<file path="src/rtl/txrd_pkg.sv">
package txrd_pkg;

  localparam int WORD_W = 16;
  localparam int BYTE_W = 8;

  // Strobes from the sequencer into the datapath
  typedef struct packed {
    logic capCount;  // memRdData holds the length word
    logic capCtl;    // memRdData holds the control word
    logic loadWord;  // memRdData holds a stream word
  } dpStrobe_t;

  typedef enum logic [1:0] {
    ST_IDLE,
    ST_CNT_WAIT,
    ST_CTL_WAIT,
    ST_STREAM
  } rdState_t;

endpackage

</file>
<file path="src/rtl/txrdDatapath.sv">
module txrdDatapath
  import txrd_pkg::*;
#(
  parameter int ADDR_W    = 10,
  parameter int MAX_COUNT = 1536,
  parameter int ODD_BIT   = 5,
  parameter int CRC_BIT   = 4,
  localparam int BL_W     = $clog2(MAX_COUNT + 1)
) (
  input  logic              clk,
  input  logic              rstN,
  input  dpStrobe_t         strobe,
  input  logic [WORD_W-1:0] memRdData,
  input  logic              noCrcMode,
  input  logic              outReady,
  output logic              outValid,
  output logic [BYTE_W-1:0] outData,
  output logic              outLast,
  output logic              outAppendCrc,
  output logic              countBad,
  output logic [ADDR_W-1:0] ctlWordOff,
  output logic [BL_W-1:0]   fetchWords,
  output logic [1:0]        bufCount,
  output logic              streamDone
);

  localparam int MIN_COUNT = 6;
  localparam int HDR_WORDS = 3;  // status word, length word, control word

  logic [WORD_W-1:0] maskedCnt;
  logic              ctlOdd;
  logic              ctlCrc;

  logic [BL_W-1:0]   countReg;
  logic [BL_W-1:0]   bytesLeft;
  logic              appendReg;

  logic [WORD_W-1:0] curWord, nxtWord;
  logic              curV, nxtV;
  logic              hiSel;
  logic              fire, pop;

  // Length decode straight from the read port
  always_comb begin
    maskedCnt  = {memRdData[WORD_W-1:1], 1'b0};
    countBad   = (maskedCnt < WORD_W'(MIN_COUNT)) || (maskedCnt > WORD_W'(MAX_COUNT));
    ctlWordOff = ADDR_W'(maskedCnt[WORD_W-1:1]) - ADDR_W'(1);
    ctlOdd     = memRdData[BYTE_W + ODD_BIT];
    ctlCrc     = memRdData[BYTE_W + CRC_BIT];
    fetchWords = BL_W'(countReg[BL_W-1:1]) - BL_W'(HDR_WORDS) + BL_W'(ctlOdd);
  end

  always_ff @(posedge clk) begin
    if (!rstN) begin
      countReg  <= '0;
      bytesLeft <= '0;
      appendReg <= 1'b1;
    end else begin
      if (strobe.capCount)
        countReg <= maskedCnt[BL_W-1:0];
      if (strobe.capCtl) begin
        bytesLeft <= countReg - BL_W'(MIN_COUNT) + BL_W'(ctlOdd);
        appendReg <= noCrcMode ? ctlCrc : 1'b1;
      end else if (fire) begin
        bytesLeft <= bytesLeft - BL_W'(1);
      end
    end
  end

  // Output byte lane
  always_comb begin
    outValid     = curV;
    outData      = hiSel ? curWord[WORD_W-1:BYTE_W] : curWord[BYTE_W-1:0];
    outLast      = curV && (bytesLeft == BL_W'(1));
    outAppendCrc = appendReg;
    fire         = curV && outReady;
    pop          = fire && (hiSel || (bytesLeft == BL_W'(1)));
    bufCount     = 2'(curV) + 2'(nxtV);
    streamDone   = (bytesLeft == '0);
  end

  // Two-entry word buffer
  always_ff @(posedge clk) begin
    if (!rstN) begin
      curV    <= 1'b0;
      nxtV    <= 1'b0;
      curWord <= '0;
      nxtWord <= '0;
      hiSel   <= 1'b0;
    end else begin
      unique case ({pop, strobe.loadWord})
        2'b11: begin
          if (nxtV) begin
            curWord <= nxtWord;
            nxtWord <= memRdData;
          end else begin
            curWord <= memRdData;
          end
        end
        2'b10: begin
          if (nxtV) begin
            curWord <= nxtWord;
            nxtV    <= 1'b0;
          end else begin
            curV <= 1'b0;
          end
        end
        2'b01: begin
          if (!curV) begin
            curWord <= memRdData;
            curV    <= 1'b1;
          end else begin
            nxtWord <= memRdData;
            nxtV    <= 1'b1;
          end
        end
        default: ;
      endcase
      if (fire)
        hiSel <= !pop;
    end
  end

endmodule

</file>
<file path="src/rtl/txrdCtrl.sv">
module txrdCtrl
  import txrd_pkg::*;
#(
  parameter int ADDR_W    = 10,
  parameter int MAX_COUNT = 1536,
  localparam int BL_W     = $clog2(MAX_COUNT + 1)
) (
  input  logic              clk,
  input  logic              rstN,
  input  logic              startValid,
  input  logic [ADDR_W-1:0] startAddr,
  input  logic              countBad,
  input  logic [ADDR_W-1:0] ctlWordOff,
  input  logic [BL_W-1:0]   fetchWords,
  input  logic [1:0]        bufCount,
  input  logic              streamDone,
  output dpStrobe_t         strobe,
  output logic              busy,
  output logic              errPulse,
  output logic              memRdEn,
  output logic [ADDR_W-1:0] memRdAddr
);

  localparam int DATA_OFF = 2;
  localparam int CNT_OFF  = 1;
  localparam int BUF_SLOTS = 2;

  rdState_t          state;
  logic [ADDR_W-1:0] baseReg;
  logic [ADDR_W-1:0] fetchAddr;
  logic [BL_W-1:0]   fetchLeft;
  logic              inFlight;
  logic              issue;

  always_comb begin
    issue = (state == ST_STREAM) && (fetchLeft != '0) &&
            ((3'(bufCount) + 3'(inFlight)) < 3'(BUF_SLOTS));
    strobe          = '0;
    strobe.loadWord = inFlight;
    memRdEn         = 1'b0;
    memRdAddr       = fetchAddr;
    unique case (state)
      ST_IDLE: begin
        if (startValid) begin
          memRdEn   = 1'b1;
          memRdAddr = startAddr + ADDR_W'(CNT_OFF);
        end
      end
      ST_CNT_WAIT: begin
        strobe.capCount = 1'b1;
        if (!countBad) begin
          memRdEn   = 1'b1;
          memRdAddr = baseReg + ctlWordOff;
        end
      end
      ST_CTL_WAIT: strobe.capCtl = 1'b1;
      ST_STREAM:   memRdEn = issue;
      default: ;
    endcase
    busy = (state != ST_IDLE);
  end

  always_ff @(posedge clk) begin
    if (!rstN) begin
      state     <= ST_IDLE;
      baseReg   <= '0;
      fetchAddr <= '0;
      fetchLeft <= '0;
      inFlight  <= 1'b0;
      errPulse  <= 1'b0;
    end else begin
      errPulse <= 1'b0;
      inFlight <= issue;
      unique case (state)
        ST_IDLE: begin
          if (startValid) begin
            baseReg <= startAddr;
            state   <= ST_CNT_WAIT;
          end
        end
        ST_CNT_WAIT: begin
          if (countBad) begin
            errPulse <= 1'b1;
            state    <= ST_IDLE;
          end else begin
            state <= ST_CTL_WAIT;
          end
        end
        ST_CTL_WAIT: begin
          fetchLeft <= fetchWords;
          fetchAddr <= baseReg + ADDR_W'(DATA_OFF);
          state     <= ST_STREAM;
        end
        ST_STREAM: begin
          if (issue) begin
            fetchAddr <= fetchAddr + ADDR_W'(1);
            fetchLeft <= fetchLeft - BL_W'(1);
          end
          if (streamDone && (fetchLeft == '0) && !inFlight)
            state <= ST_IDLE;
        end
        default: state <= ST_IDLE;
      endcase
    end
  end

endmodule

</file>
<file path="src/rtl/txFrameReader.sv">
module txFrameReader
  import txrd_pkg::*;
#(
  parameter int ADDR_W    = 10,
  parameter int MAX_COUNT = 1536,
  parameter int ODD_BIT   = 5,
  parameter int CRC_BIT   = 4
) (
  input  logic              clk,
  input  logic              rstN,
  input  logic              startValid,
  input  logic [ADDR_W-1:0] startAddr,
  input  logic              noCrcMode,
  output logic              busy,
  output logic              errPulse,
  output logic              memRdEn,
  output logic [ADDR_W-1:0] memRdAddr,
  input  logic [15:0]       memRdData,
  output logic              outValid,
  input  logic              outReady,
  output logic [7:0]        outData,
  output logic              outLast,
  output logic              outAppendCrc
);

  localparam int BL_W = $clog2(MAX_COUNT + 1);

  dpStrobe_t         strobe;
  logic              countBad;
  logic [ADDR_W-1:0] ctlWordOff;
  logic [BL_W-1:0]   fetchWords;
  logic [1:0]        bufCount;
  logic              streamDone;

  txrdCtrl #(.ADDR_W(ADDR_W), .MAX_COUNT(MAX_COUNT)) i_ctrl (
    .clk        (clk),
    .rstN       (rstN),
    .startValid (startValid),
    .startAddr  (startAddr),
    .countBad   (countBad),
    .ctlWordOff (ctlWordOff),
    .fetchWords (fetchWords),
    .bufCount   (bufCount),
    .streamDone (streamDone),
    .strobe     (strobe),
    .busy       (busy),
    .errPulse   (errPulse),
    .memRdEn    (memRdEn),
    .memRdAddr  (memRdAddr)
  );

  txrdDatapath #(.ADDR_W(ADDR_W), .MAX_COUNT(MAX_COUNT), .ODD_BIT(ODD_BIT), .CRC_BIT(CRC_BIT)) i_dp (
    .clk          (clk),
    .rstN         (rstN),
    .strobe       (strobe),
    .memRdData    (memRdData),
    .noCrcMode    (noCrcMode),
    .outReady     (outReady),
    .outValid     (outValid),
    .outData      (outData),
    .outLast      (outLast),
    .outAppendCrc (outAppendCrc),
    .countBad     (countBad),
    .ctlWordOff   (ctlWordOff),
    .fetchWords   (fetchWords),
    .bufCount     (bufCount),
    .streamDone   (streamDone)
  );

endmodule

</file>
<file path="config.mk">
export PLATFORM = sky130hd
export DESIGN_NAME = txFrameReader
export DESIGN_NICKNAME = d
export VERILOG_FILES = /design/src/rtl/txrd_pkg.sv /design/src/rtl/txrdDatapath.sv /design/src/rtl/txrdCtrl.sv /design/src/rtl/txFrameReader.sv
export SDC_FILE = /design/constraint.sdc
export NUM_CORES = 1
export LEC_CHECK = 0
export ABC_AREA = 1
export BUFFER_PORTS_ARGS = -buffer_cell sky130_fd_sc_hd__buf_2
export CORE_ASPECT_RATIO = 0.75
export CORE_MARGIN = 1.5
export CORE_UTILIZATION = 50
export CTS_BUF_LIST = sky130_fd_sc_hd__clkbuf_16
export DETAILED_ROUTE_END_ITERATION = 12
export PLACE_DENSITY_LB_ADDON = 0.12
export SETUP_SLACK_MARGIN = 0.05
export SYNTH_ARGS = -nofsm -noshare
export SYNTH_HDL_FRONTEND = slang
export SYNTH_SLANG_ARGS = --single-unit
</file>
<file path="constraint.sdc">
create_clock -name clk -period 4.6 [get_ports clk]
set_input_delay 0.23 -clock clk [delete_from_list [all_inputs] [get_ports clk]]
set_output_delay 0.23 -clock clk [all_outputs]
set_load 0.01 [all_outputs]
</file>
# Word level (Yosys, flattened, before mapping)
# Cells that the tools add are included.
dict set report word_totals {
  reg_bits 92
  elab_cells 106
  input_bits 31
}
dict set report op_classes {
  addsub 13
  n_reduce_logical 29
  mux 32
  n_lt_le_gt_ge 3
  eq_ne 15
}
# op n
set ops {}
lappend ops {{$mux 16} 5}
lappend ops {{$pmux 16 s3} 1}
lappend ops {{$pmux 10 s2} 2}
lappend ops {{$mux 11} 3}
lappend ops {{$pmux 16 s2} 1}
lappend ops {{$mux 10} 3}
lappend ops {{$add 11x1->11} 2}
lappend ops {{$logic_not 11->1} 2}
lappend ops {{$pmux 11 s2} 1}
lappend ops {{$sub 11x1->11 const B} 2}
lappend ops {{$add 10x1->10 const B} 2}
lappend ops {{$gt 16x11->1 const B} 1}
lappend ops {{$lt 16x3->1 const B} 1}
lappend ops {{$reduce_and 2->1} 6}
lappend ops {{$eq 11x1->1 const B} 1}
lappend ops {{$reduce_bool 11->1} 1}
lappend ops {{$sub 10x2->11 const B} 1}
lappend ops {{$sub 11x3->11 const B} 1}
lappend ops {{$add 10x10->10} 1}
lappend ops {{$add 10x2->10 const B} 1}
lappend ops {{$reduce_bool 2->1} 5}
lappend ops {{$sub 10x1->10 const B} 1}
lappend ops {{$eq 2x2->1 const B} 4}
lappend ops {{$mux 1} 8}
lappend ops {{other kinds (17)} 36}

# Logic depth before layout (Yosys ltp)
# Gate-level depths: netlist (run 1).
dict set report depth {
  ltp_word 6
  depth_mapped 14
  mapped_depth_nobuf 14
}

# By module
# From an unflattened synthesis (run 1), not the netlist that was laid out.
dict set report hier_totals {
  cells_unflattened 1013
  area_unflattened_um2 6486.2
}
# module area_each_um2 n_inst cells_each seq_area_each_um2
set modules_own_cells {}
lappend modules_own_cells {txrdDatapath 3564.7 1 531 1141.1}
lappend modules_own_cells {txrdCtrl 2921.6 1 482 700.7}

# Least setup slack after synthesis (run 1)
# OpenSTA, ideal clock, no wires.
dict set report synth_path {
  kind {register to register}
  start {reg i_dp.bytesLeft[6]}
  end {reg i_dp.curWord[10]}
  n_path_buf 1
  path_stages_with_launch 14
  path_slack_ns 2.278
  arrival_time_ns 2.248
  setup_time_ns 0.074
  synth_period_minus_slack_ns 2.322
  cell_sequence {dfxtp_1 > nor2_1 > nand2_1 > nor3_1 > nand3_1 > a21oi_1 > inv_1 > ha_1 > inv_2 > o22ai_1 > nor2_1 > clkbuf_1 > o21ai_0 > a31oi_1}
}
dict set report synth_via {
  elab_chain_cells 6
  elab_cells_between_ends 11
}
# item line
set synth_rtl {}
lappend synth_rtl {{start, declared} txrdDatapath.sv:35} ;# logic [BL_W-1:0] bytesLeft;
lappend synth_rtl {{start signal, assigned} txrdDatapath.sv:62} ;# bytesLeft <= countReg - BL_W'(MIN_COUNT) + BL_W'(ctlOdd);
lappend synth_rtl {{start signal, assigned} txrdDatapath.sv:65} ;# bytesLeft <= bytesLeft - BL_W'(1);
lappend synth_rtl {{$eq 11x1->1 *} txrdDatapath.sv:77} ;# pop = fire && (hiSel || (bytesLeft == BL_W'(1)));
lappend synth_rtl {{$logic_or 1x1->1 *} txrdDatapath.sv:77}
lappend synth_rtl {{$logic_and 1x1->1 *} txrdDatapath.sv:77}
lappend synth_rtl {{$eq 2x1->1 / $eq 2x2->1 (equally long branches)} txrdDatapath.sv:91} ;# unique case ({pop, strobe.loadWord})
lappend synth_rtl {{$ne 2x2->1 (no line) (tied with other cells)} -}
lappend synth_rtl {{$reduce_and 3->1 (no line)} -}
lappend synth_rtl {{end signal, assigned} txrdDatapath.sv:94} ;# curWord <= nxtWord;
lappend synth_rtl {{end signal, assigned} txrdDatapath.sv:97} ;# curWord <= memRdData;
lappend synth_rtl {{end signal, assigned} txrdDatapath.sv:102} ;# curWord <= nxtWord;
lappend synth_rtl {{end, declared} txrdDatapath.sv:38} ;# logic [WORD_W-1:0] curWord, nxtWord;
# Every way passes the cells marked *; elsewhere a longest branch is shown, timed or not.
# A chain may end at the register's enable or synchronous reset.

# Worst setup path in the final report (run 1)
dict set report layout_path {
  start {reg i_dp.bytesLeft[6]}
  end {reg i_dp.curWord[8]}
}
# Same word-level chain as after synthesis.

==> flow_metrics.tcl, run 1 <==
set metrics [dict create \
    wire_per_inst_um 14.9 \
    via_per_inst 5.45 \
    remaining_drc_errors 0 \
    clockRootBuffer "clkbuf_16" \
    status "completed" \
    synth_cell_types 41 \
    grt_pass1_vias 5879 \
    netSwitchingFraction_pct 29.7 \
    ys.flop_type "dfxtp_1" \
    synth_common_cells "229 x nand2_1, 146 x inv_1, 126 x o21ai_0" \
    htree_num_levels 3 \
    period_minus_slack_ps 3180 \
    fill_cells 1258 \
    leakagePower_nw 3.37 \
    area_delta_synth_final_pct 9.51 \
    grt_setup_unrepaired "false" \
    nNetsFinal 1136 \
    dp_hpwl_um 13400 \
    first_pass_iters 5 \
    vias 6760 \
    power.clock.fraction_pct 39.5 \
    path_common_cell "nor2_1" \
    synth.area.top_cells "dfxtp_1 28%, nand2_1 13%, o21ai_0 9.7%" \
    finalWirelength_um 18400 \
    reg2reg_from "i_dp.bytesLeft[6]" \
    ys_seq_area_share_pct 28.5 \
    clock_path_buffers 2 \
    io_buffers 54 \
    synthXorXnorAreaFrac_pct 0.812 \
    gp_congestion 0.939 \
    max-vdd-ir-drop_uv 202 \
    setup_violations 0 \
    cp.required_ps 4820 \
    hold_buffers 0 \
    synth_cells 1043 \
    worstPathArrival_ps 3400 \
    antenna_found_initial 0 \
    crit_path_cell_trace "nor2_1 -> nand2_1 -> nor3_1 -> nand3_1 -> a21oi_1 -> ha_1 -> clkinv_1 -> o22ai_1 -> nor2_1 -> buf_4 -> o21ai_0 -> a31oi_1" \
    drive_above_1_share_pct 8.57 \
    async_reset_ff_share_pct 0 \
    crit_type "flop to flop" \
    grt_max_degree 77 \
    cts_tree "built" \
    ff_latch_area_um2 1840 \
    worstHoldStart "startValid" \
    p_total_mw 1.93 \
    p_comb_share_pct 17.2 \
    synth_fa_ha_area_share_pct 6.88 \
    numCtsBuffers 9 \
    syn-num-nets 1109 \
    antenna_left 0 \
    path_max_fanout 32 \
    crit_path_start "i_dp.bytesLeft[6]" \
    place_inst 1225 \
    post_cts_buffers 0 \
    start_util_pct 52.0 \
    synth_enable_flop_cells 0 \
    synth_compound_area_share_pct 22.3 \
    setup-tns-final_ps 0 \
    core_area_um2 12400 \
    cp.buffers_inverters 2 \
    initialDrtViolationCount 693 \
    ff2ff_path_depth 12 \
    synth_top_area_share_pct 28.5 \
    clkSinkCount 92 \
    grt_pass1_wl_um 30300 \
    maxCapViolCount 0 \
    cp.depth 12 \
    worst_pin_slew_ps 1160 \
    final_cell_count_no_fill 1240 \
    max_stage_delay_ps 480 \
    p_per_area_nw_per_um2 272 \
    synth_seq_cells 92 \
    die_w_um 134 \
    synth.largest_area_cell "dfxtp_1" \
    hp-class "input pin to flop" \
    crit_slowest_cell "clkinv_1" \
    dieArea_um2 13600 \
    synth.avg_cell_area_um2 6.20 \
    ios 55 \
    worstSetupEndpointType "flop" \
    seqPwrFrac_pct 43.2 \
    rows 35 \
    die_h_um 102 \
    p_int_mw 1.36 \
    relSlewSlack_pct 22.8 \
    cp-start-kind "flop" \
    path_clk_slew_ps 70 \
    yosys-mux-area-fraction_pct 0 \
    p_sw_mw 0.573 \
    path_delay_family "compound AO/OA/AOI/OAI gates" \
    multi_input_area_um2 3870 \
    syn-cell-area_um2 6470 \
    fin_crit_sh_pct 69.1 \
    synth_most_common_cell "nand2_1" \
    fmaxAchievable_mhz 315 \
    drv_slew 0 \
    cts_resized 0 \
    n_antenna_cell 0 \
    grt-ovfl-total 0 \
    synth_top_family_by_area "simple AND/OR/NAND/NOR gates" \
    yosys_warnings 0 \
    skew_ps 11.7 \
    grt_usage_pct 27.9 \
    clk_latency_ps 350 \
    hold_viol_final 0 \
    synthSimpleGateAreaFrac_pct 29.8 \
    hold_depth 3 \
]
per-stage QoR:
| stage | setup slack [ps] | utilization, % | instance area, µm² | hold slack, ps |
|---|---|---|---|---|
| final | 1420 | 57.0 | 7090 | 177 |
| after global routing | 974 | 57.0 | 7090 | 172 |
| after CTS | 1480 | 57.0 | 7090 | 171 |
| after detailed placement | 1500 | 54.6 | 6790 | 445 |
| after global placement | 1620 | 54.6 | 6790 | 442 |
| after floorplan | 2280 | - | 6470 | 378 |
power by group through the flow:
stage	Sequential (mW)	Combinational [mW]	Clock, mW
2_1_floorplan	0.843	0.238	0
3_3_place_gp	0.852	0.328	0
3_5_place_dp	0.852	0.329	0
4_1_cts	0.834	0.331	0.774
5_1_grt	0.837	0.382	0.812
6_report	0.835	0.332	0.763
worst paths after layout:
path / endpoint / slack (ps)
hold reg to reg: i_dp.outAppendCrc / 470
setup / recovery: i_dp.curWord[8] / 1420
setup reg to reg: i_dp.curWord[8] / 1420
hold / removal: i_ctrl.state[0] / 180
worst register-to-register path, cell delays in order, from the launching register on:
cell,delay (ps)
dfxtp_1,340
nor2_1,220
nand2_1,120
nor3_1,250
nand3_1,160
a21oi_1,330
ha_1,230
clkinv_1,480
o22ai_1,360
nor2_1,60
buf_4,230
o21ai_0,220
a31oi_1,60
logic make-up after synthesis:
logic type      Yosys count
compound gates          269
fa+ha+maj                35
buf+inv                 193
simple gates            448
xor+xnor                  6
flops                    92
registers in the layout (all words and copies together) (netlist names), named ones only:
register	count
i_ctrl.errPulse	1
i_ctrl.fetchAddr	10
i_dp.hiSel	1
i_ctrl.state	1
i_ctrl.fetchLeft	11
i_dp.curWord	16
i_ctrl.baseReg	10
i_dp.outValid	1
i_ctrl.inFlight	1
i_dp.nxtWord	16
i_dp.countReg	10
i_dp.outAppendCrc	1
i_dp.nxtV	1
i_dp.bytesLeft	11
area by class of cell:
class / instances / area share (%)
Sequential cell: 92 / 26.0
Inverter: 151 / 8.07
Multi-Input combinational cell: 758 / 54.6
Timing Repair Buffer: 58 / 4.24
Clock buffer: 9 / 3.18
Tap cell: 166 / 2.93
Clock inverter: 6 / 0.989
routing by layer:
metal / GRT usage [%] / wire length (µm)
met1: 41.1 / 9160
met2: 43.1 / 7890
met3: 4.20 / 1200
met4: 5.71 / 176
met5: 0 / 0
cell usage in the layout, fill, tap and decap left out, drive strengths merged:
cell / synthesis / layout
bufinv: 0 / 1
o21ai: 127 / 127
or2: 4 / 4
nor2: 94 / 94
a211oi: 3 / 3
a31oi: 17 / 17
xor2: 5 / 5
inv: 148 / 152
o311ai: 1 / 1
dfxtp: 92 / 92
a211o: 1 / 1
nor4: 1 / 1
nand4: 14 / 14
fa: 1 / 1
nand2: 232 / 232
nor3: 7 / 7
o211ai: 2 / 2
clkinv: 3 / 4
xnor2: 1 / 1
a22oi: 3 / 3
nand3b: 10 / 10
a32oi: 1 / 1
ha: 34 / 34
a21oi: 93 / 93
o21bai: 3 / 3
buf: 11 / 58
nand3: 86 / 86
clkbuf: 31 / 9
o22ai: 18 / 18
Power figures use the tool's default switching activity.
==> run 2: changes to the inputs <==
--- a/config.mk
+++ b/config.mk
@@ -5,7 +5,7 @@
 export SDC_FILE = /design/constraint.sdc
 export NUM_CORES = 1
 export LEC_CHECK = 0
-export ABC_AREA = 1
+export ABC_AREA = 0
 export BUFFER_PORTS_ARGS = -buffer_cell sky130_fd_sc_hd__buf_2
 export CORE_ASPECT_RATIO = 0.75
 export CORE_MARGIN = 1.5
==> constraint.sdc (replaced) <==
create_clock -name clk -period 3.2 [get_ports clk]
set_input_delay 0.16 -clock clk [delete_from_list [all_inputs] [get_ports clk]]
set_output_delay 0.16 -clock clk [all_outputs]
set_load 0.01 [all_outputs]
==> run 2 against run 1 <==
Global-route usage fell by 1.4 points. Power rose by 38%. Utilization up 0.068 points. Wire length down 12%. Cell area down 6.9%. Flip-flop and latch count did not move. Area after synthesis down 8.5%. Sequential share of layout area is 1.9 points higher. Count of clock-buffer cells in the layout did not move. First-iteration DRC count fell by 24%.
==> flow_metrics.tcl, run 2 <==
set metrics [dict create \
    skew_ps 10.2 \
    p_per_area_nw_per_um2 404 \
    post-route-util_pct 57.1 \
    die_w_um 129 \
    final_cell_mix "92 x dfxtp_1, 81 x nor2_1, 81 x nand2_1" \
    status "completed" \
    vias 5798 \
    max-vdd-ir-drop_uv 277 \
    synth_fa_ha_area_share_pct 7.52 \
    setup_violations 0 \
    final_common_cell "dfxtp_1" \
    gp_congestion 0.871 \
    synth.area.top_cells "dfxtp_1 31%, ha_1 7.2%, nor2_1 5.3%" \
    path_delay_family "compound AO/OA/AOI/OAI gates" \
    ff2ff_path_depth 8 \
    synth_top_area_share_pct 31.1 \
    async_reset_ff_share_pct 0 \
    wire_per_inst_um 16.8 \
    drv_slew 0 \
    syn-num-nets 837 \
    io_buffers 54 \
    syn-cell-area_um2 5920 \
    hold_depth 3 \
    synth.avg_cell_area_um2 7.68 \
    synth.largest_area_cell "dfxtp_1" \
    start_util_pct 51.2 \
    p_total_mw 2.67 \
    antenna_left 0 \
    grt_max_degree 35 \
    grt_setup_unrepaired "false" \
    drive_above_1_share_pct 12.3 \
    place_area_um2 6300 \
    worst_pin_slew_ps 775 \
    die_h_um 97.3 \
    cp.required_ps 3040 \
    clock_path_buffers 2 \
    via_per_inst 5.98 \
    core_area_um2 11600 \
    clk_latency_ps 350 \
    numCtsBuffers 9 \
    nNetsFinal 869 \
    clockRootBuffer "clkbuf_16" \
    relSlewSlack_pct 48.1 \
    cp-start-kind "flop" \
    crit_path_cell_trace "inv_1 -> ha_1 -> inv_1 -> fa_1 -> a21o_1 -> a221oi_2 -> o21ai_0 -> xnor2_1 -> o211ai_1 -> buf_2" \
    rows 34 \
    synth_seq_cells 92 \
    synth_most_common_cell "dfxtp_1" \
    hold_viol_final 0 \
    synth_enable_flop_cells 0 \
    multi_input_area_um2 3710 \
    synth_cell_types 60 \
    cp.buffers_inverters 3 \
    fmaxAchievable_mhz 337 \
    path_common_cell "inv_1" \
    synth_top_family_by_area "simple AND/OR/NAND/NOR gates" \
    dieArea_um2 12500 \
    fin_crit_sh_pct 92.7 \
    grt-ovfl-total 0 \
    first_pass_iters 5 \
    cts_tree "built" \
    grt_usage_pct 26.4 \
    n_antenna_cell 0 \
    clkSinkCount 92 \
    hold_ws_ps 62.2 \
    max_stage_delay_ps 450 \
    ios 55 \
    cp.depth 10 \
    path_max_fanout 6 \
    top_regs "i_dp.curWord (16), i_dp.nxtWord (16)" \
    fill_cells 1113 \
    area_delta_synth_final_pct 11.4 \
    grt_pass1_wl_um 26300 \
    worstPathArrival_ps 2810 \
    yosys_warnings 0 \
    post_cts_buffers 0 \
    setup-tns-final_ps 0 \
    ys_seq_area_share_pct 31.1 \
    hp-class "input pin to flop" \
    ys.flop_type "dfxtp_1" \
    period_minus_slack_ps 2970 \
    yosys-mux-area-fraction_pct 5.11 \
    maxCapViolCount 0 \
    ff_latch_area_um2 1840 \
    synth_compound_area_share_pct 21.0 \
    synth_cells 771 \
    crit_type "flop to output pin" \
    path_clk_slew_ps 80 \
    hold_buffers 0 \
    dp_hpwl_um 11800 \
    initialDrtViolationCount 526 \
    remaining_drc_errors 0 \
    grt_pass1_vias 5337 \
    htree_num_levels 3 \
    synthSimpleGateAreaFrac_pct 22.3 \
    synth_common_cells "92 x dfxtp_1, 83 x nor2_1, 81 x nand2_1" \
    post-route-cell-area_um2 6600 \
    worstSetupEndpointType "output pin" \
    finalWirelength_um 16300 \
    crit_slowest_cell "dfxtp_1" \
    leakagePower_nw 2.62 \
    synthXorXnorAreaFrac_pct 6.51 \
    antenna_found_initial 0 \
]
run 2: area by class of cell:
type | count | area share (%)
Clock buffer | 9 | 3.41
Clock inverter | 7 | 0.910
Inverter | 55 | 3.13
Multi-Input combinational cell | 580 | 56.2
Sequential cell | 92 | 27.9
Tap cell | 162 | 3.07
Timing Repair Buffer | 65 | 5.34
run 2: final timing paths:
| path | from | end | slack, ps |
|---|---|---|---|
| worst max-delay path | i_ctrl.baseReg[2] | memRdAddr[9] | 230 |
| worst min-delay path | startAddr[9] | i_ctrl.baseReg[9] | 60 |
| worst max register to register | i_dp.bytesLeft[2] | i_dp.curWord[2] | 300 |
| worst min register to register | i_ctrl.fetchLeft[7] | i_ctrl.fetchLeft[7] | 480 |
run 2: repair_timing:
item	in CTS	in global routing
setup endpoints to repair	0	8
resized for setup	0	2
hold endpoints to repair	0	0
run 2: kinds of logic after synthesis:
group | after synthesis
buffers and inverters | 99
AND/OR/NAND/NOR | 279
adder cells (fa/ha/maj) | 35
flip-flops | 92
XOR/XNOR | 44
multiplexers | 29
AO/OA/AOI/OAI | 193
run 2: where the power goes:
part | switching (mW) | internal, mW
registers | 0.0254 | 1.16
clock network | 0.504 | 0.538
logic | 0.263 | 0.178
total | 0.793 | 1.88
run 2: tightest hold or removal path: cells and delay by family:
| family | cells | cell delay [ps] |
|---|---|---|
| buffers and inverters | 1 | 110 |
| and+or+nand+nor | 1 | 50 |
| AOI/OAI and AO/OA | 1 | 50 |
run 2: stage by stage:
stage	setup slack (ps)	cells
after floorplan	348	771
after global placement	397	954
after detailed placement	262	954
after CTS	121	970
after global routing	60.1	970
final	234	970
run 2: routing by layer:
metal | vias to the layer above | part of all wire (%) | GRT usage [%]
met5 | - | 0 | 0
met4 | 0 | 1.5 | 7.87
met3 | 26 | 6.6 | 4.41
met2 | 223 | 45 | 40.8
met1 | 2752 | 47 | 37.6
li1 | 2797 | - | -
